--- config.mk ---
export PLATFORM = sky130hd
export DESIGN_NAME = alt_provider_sel
export DESIGN_NICKNAME = d
export VERILOG_FILES = /design/src/rtl/aps_pkg.sv /design/src/rtl/aps_msb_find.sv /design/src/rtl/aps_lookup.sv /design/src/rtl/aps_update.sv /design/src/rtl/alt_provider_sel.sv
export SDC_FILE = /design/constraint.sdc
export NUM_CORES = 1
export LEC_CHECK = 0
export ABC_AREA = 1
export BUFFER_PORTS_ARGS = -buffer_cell sky130_fd_sc_hd__buf_2
export CORE_AREA = 2 2 188 190
export DETAILED_ROUTE_END_ITERATION = 8
export DIE_AREA = 0 0 190 192
export PLACE_DENSITY_LB_ADDON = 0.15
export SETUP_SLACK_MARGIN = 0.3
export SLEW_MARGIN = 20
export SYNTH_ARGS = -nofsm -noshare
export SYNTH_HDL_FRONTEND = slang
export SYNTH_SLANG_ARGS = --single-unit
--- constraint.sdc ---
create_clock -name vclk -period 1.9
set_input_delay 0.095 -clock vclk [all_inputs]
set_output_delay 0.095 -clock vclk [all_outputs]
set_load 0.05 [all_outputs]
--- src/rtl/aps_pkg.sv ---
package aps_pkg;
  localparam int unsigned APS_NT_DEF = 12;
  localparam int unsigned APS_TW_DEF = 32;

  // width of a table index for a given table count
  function automatic int unsigned idx_bits(input int unsigned n);
    return (n <= 2) ? 1 : $clog2(n);
  endfunction
endpackage

--- src/rtl/aps_msb_find.sv ---
module aps_msb_find #(
  parameter int unsigned W  = 12,
  parameter int unsigned IW = 4
) (
  input  logic [W-1:0]  vec,
  output logic [IW-1:0] idx,
  output logic          found
);
  always_comb begin
    idx   = '0;
    found = 1'b0;
    for (int i = 0; i < W; i++) begin
      if (vec[i]) begin
        idx   = IW'(i);
        found = 1'b1;
      end
    end
  end

  always_comb begin
    if (found) assert_found_set_R1: assert (vec[idx]);
    else       assert_none_set_R1: assert (vec == '0);
  end
endmodule

--- src/rtl/aps_lookup.sv ---
module aps_lookup #(
  parameter int unsigned NT = 12,
  parameter int unsigned TW = 32,
  parameter int unsigned IW = 4
) (
  input  logic [NT-1:0]    hit,
  input  logic [NT-2:0]    alt,
  input  logic [NT*TW-1:0] tgt,
  output logic             valid,
  output logic [TW-1:0]    target,
  output logic [IW-1:0]    tbl
);
  logic [NT-1:0] stop_here;
  logic [IW-1:0] prov_idx, top_idx;
  logic          prov_found, top_found;
  logic          alt_all_clear;

  // a table ends the chain when it matched and does not defer
  assign stop_here[0] = hit[0];
  for (genvar i = 1; i < NT; i++) begin : g_stop
    assign stop_here[i] = hit[i] & ~alt[i-1];
  end

  aps_msb_find #(.W(NT), .IW(IW)) u_prov (
    .vec(stop_here), .idx(prov_idx), .found(prov_found));
  aps_msb_find #(.W(NT), .IW(IW)) u_top (
    .vec(hit), .idx(top_idx), .found(top_found));

  assign valid         = prov_found;
  assign tbl           = prov_found ? prov_idx : '0;
  assign target        = prov_found ? tgt[prov_idx*TW +: TW] : '0;
  assign alt_all_clear = (alt == '0);

  always_comb begin
    if (valid) begin
      assert_provider_matched_R4: assert (hit[tbl]);
      if (tbl != '0) assert_provider_not_deferring_R3: assert (!alt[tbl-1]);
      for (int i = 1; i < NT; i++) begin
        if (hit[i] && (IW'(i) > tbl)) assert_longer_hits_defer_R3: assert (alt[i-1]);
      end
    end else begin
      assert_no_pred_zero_R6: assert (target == '0 && tbl == '0);
      assert_no_pred_bottom_R5: assert (!hit[0]);
    end
    if (alt_all_clear && top_found) assert_longest_when_clear_R2: assert (valid && tbl == top_idx);
  end
endmodule

--- src/rtl/aps_update.sv ---
module aps_update #(
  parameter int unsigned NT = 12,
  parameter int unsigned IW = 4
) (
  input  logic [NT-1:0] hit,
  input  logic [NT-1:0] ok,
  output logic [NT-2:0] set_we
);
  logic [IW-1:0] top_idx, near_idx;
  logic          top_found, near_found;
  logic [NT-1:0] below_top, good_below;
  logic          fire;

  aps_msb_find #(.W(NT), .IW(IW)) u_top (
    .vec(hit), .idx(top_idx), .found(top_found));

  for (genvar i = 0; i < NT; i++) begin : g_below
    assign below_top[i]  = top_found && (IW'(i) < top_idx);
    assign good_below[i] = hit[i] & ok[i] & below_top[i];
  end

  aps_msb_find #(.W(NT), .IW(IW)) u_near (
    .vec(good_below), .idx(near_idx), .found(near_found));

  assign fire = top_found & ~ok[top_idx] & near_found;

  for (genvar i = 1; i < NT; i++) begin : g_we
    assign set_we[i-1] = fire & hit[i] & (IW'(i) > near_idx);
  end

  always_comb begin
    for (int i = 1; i < NT; i++) begin
      if (set_we[i-1]) assert_we_only_on_hits_R8: assert (hit[i]);
    end
    if (set_we != '0) begin
      assert_we_needs_wrong_top_R8: assert (!ok[top_idx]);
      assert_we_covers_top_R7: assert (top_idx != '0 && set_we[top_idx-1]);
    end
    if (!top_found) assert_no_we_without_hit_R8: assert (set_we == '0);
  end
endmodule

--- src/rtl/alt_provider_sel.sv ---
module alt_provider_sel #(
  parameter int unsigned NT = aps_pkg::APS_NT_DEF,
  parameter int unsigned TW = aps_pkg::APS_TW_DEF,
  localparam int unsigned IW = aps_pkg::idx_bits(NT)
) (
  input  logic [NT-1:0]    lk_hit,
  input  logic [NT-2:0]    lk_alt,
  input  logic [NT*TW-1:0] lk_tgt,
  output logic             pred_valid,
  output logic [TW-1:0]    pred_tgt,
  output logic [IW-1:0]    pred_tbl,
  input  logic [NT-1:0]    up_hit,
  input  logic [NT-1:0]    up_ok,
  output logic [NT-2:0]    alt_set_we
);
  aps_lookup #(.NT(NT), .TW(TW), .IW(IW)) u_lookup (
    .hit(lk_hit), .alt(lk_alt), .tgt(lk_tgt),
    .valid(pred_valid), .target(pred_tgt), .tbl(pred_tbl));

  aps_update #(.NT(NT), .IW(IW)) u_update (
    .hit(up_hit), .ok(up_ok), .set_we(alt_set_we));
endmodule

==> run summary <==
Largest area contributor in the netlist: nand2_1
Adder-cell share of the synthesized area: 0%
Die width: 190 µm
Tmin final: 2.30 ns
Sequential group share of total power: 0%
Post-DR vias/cell: 4.36
Critical path startpoint category: primary input
Internal: 2.45 mW
Required time worst endpoint: 1.80 ns
Multiplexer share of the synthesized area: 0%
XOR/XNOR Fraction of Synth Area: 0%
Seq Cell Count: 0
Clock Power Share: 0%
Final Hold Fails: 0
Simple-gate area share of the yosys netlist: 42.5%
Syn_nets: 1,398
FMAX: 436 MHz
Routability cong.: 0.929
Least-Margin Pin Slew: 0.712 ns
FP Rows: 68
Via count: 8,834
Grt ovf: 0
WL met1: 14,800 µm
Post-synthesis sequential area ratio: 0%
Final WS setup: -0.395 ns
Largest net degree at the start of global routing: 50
Switching pwr: 2.66 mW
WP data arrival: 2.20 ns
Footprint of the multi-input gates: 5080 µm²
Slew HR: 52.5%
Final period util: 121%
Syn. warnings: 0
Area share of the largest cell type after synthesis: 21.0%
DRT Wirelength: 35,800 µm
Mapped cell area: 4480 µm²
Leak: 5.70 nW
Post-Syn Instances: 967
Die ar.: 36,500 µm²
ANT nets after route: 0
CTS Hold Bufs: 0
Maxcap violations: 0
Largest family of logic cells by synthesized area: simple AND/OR/NAND/NOR gates
HP Start: up_hit[8]
Total core area: 34,300 µm²
Synth Area in Compound Gates: 40.6%
Fraction of layout cells with a size suffix above 1: 59.2%
Sequential Area: 0 µm²
Met2 WL: 17,700 µm
Synth-to-layout area growth: 154%
Clock buffer cells: 0
# setup viols final: 43
CP endpoint kind: primary output
Power per cell area: 449 nW/µm²
Outcome: finished with violations
DR top layer: met5
RSZ-0062 raised after global routing: true
Slew Viols, Final: 0
Worst vdd ir: 0.000359 V
First-pass GRT wire length: 51,800 µm
Mapped Avg Cell Area: 4.64 µm²
First DRT Iteration DRCs: 254
Post-place setup slack: -0.644 ns
Die Y-Extent: 192 µm
Worst min path class: primary input to primary output
Hold Path Sink: alt_set_we[7]
Initial antenna violation count: 10
Hpwl dp: 27,700 µm
Failing checks: setup timing
Crit-path max FO: 7
Worst hold slack: 0.662 ns
Total GRT Usage: 18.4%
Setup TNS: -12.33 ns
Total Power: 5.11 mW
WHS Path Cells: 5
Initial Utilization: 13.1%
Most frequent cells in the layout: buf_2 (428), nand2_1 (198), nor2_1 (120)
DR pass1 iterations: 5
WL/cell: 17.7 µm
Ranking of synthesized cells by area: nand2_1 (21%), o21ai_0 (15%), nor2_1 (13%), a21oi_1 (11%), inv_1 (8.9%)
# DRC: 0
# IOs: 479
Port buffer count: 479
Sw Share: 52.0%
Commonest non-fill, non-tap cell in the layout: buf_2
Nets@finish: 1,996
Filler cell count in the final layout: 3,846
Comb pwr share: 100.0%
Vias in the first global route: 9,167
Setup CP Type: primary input to primary output
WL met3: 2150 µm
Distinct cell type count after synthesis: 31
-- metrics by stage --
step / area (µm²) / std cells / utilization [%]
3_3_place_gp: 9050 / 1962 / 26.4
3_5_place_dp: 9070 / 1964 / 26.4
6_report: 11400 / 2026 / 33.2
4_1_cts: 10800 / 2010 / 31.5
2_1_floorplan: 5210 / 967 / -
5_1_grt: 11400 / 2024 / 33.2
-- synthesized netlist by cell type, drive strengths merged --
library cell,n
clkbuf,29
o21ai,140
o311a,31
nor2b,1
nor4,3
nand3,49
o211ai,33
buf,46
nor2,154
clkinv,1
nor3,7
o211a,1
inv,110
o22ai,1
nand2,254
o21bai,1
a21oi,103
nand2b,1
nand4,2
-- layout make-up --
class,count,share of cell area (%)
Timing Repair Buffer,669,46.0
Multi-Input combinational cell,783,44.6
Tap cell,455,5.00
Inverter,111,4.15
Antenna cell,8,0.176
-- layer usage --
metal,up-vias,GRT usage (%)
met5,-,0
met4,4,5.61
met3,60,2.61
met2,345,33.2
met1,4002,22.4
li1,4423,-
-- timing repair --
| item | CTS | global route |
|---|---|---|
| setup endpoints to repair | 44 | 45 |
| gates cloned | 18 | 4 |
| buffers inserted | 28 | 4 |
| resized for setup | 342 | 130 |
| pin swaps | 95 | 75 |
-- power groups by stage --
stage                      clock (mW)  sequential, mW  combinational [mW]
after detailed placement            0               0                3.75
after global routing      0.000000423               0                5.44
after global placement              0               0                3.77
after floorplan                     0               0                2.28
after CTS                           0               0                4.89
final                     0.000000564               0                5.11
-- worst max-delay path by stage --
stage               cells past startpoint  startpoint  slack [ns]       endpoint
floorplan                              19   up_hit[2]       -0.18  alt_set_we[1]
global placement                       12  lk_hit[10]       -0.68   pred_tgt[16]
detailed placement                     17   lk_hit[1]       -0.64   pred_tgt[15]
CTS                                    19   lk_hit[1]       -0.37    pred_tgt[1]
global route                           20   lk_alt[1]       -0.55   pred_tgt[11]
finish                                 19   lk_alt[1]       -0.40   pred_tgt[24]
-- critical path: stages --
cell and delay [ns]:
buf_6 0.09, inv_4 0.04, nand2_4 0.05, a21oi_2 0.13, o21ai_1 0.07, nand2_1 0.06
nand2_1 0.05, nand2_1 0.07, nand2_2 0.08, buf_6 0.14, nand2_8 0.11, nand2_8 0.12
buf_16 0.18, buf_6 0.12, a21oi_2 0.12, o21ai_1 0.08, o211ai_1 0.16, o311a_4 0.27
buf_12 0.13
-- cells by family after synthesis --
family / count (synthesis)
AND/OR/NAND/NOR: 471
AO/OA/AOI/OAI: 310
buffers and inverters: 186
Power figures use the tool's default switching activity.
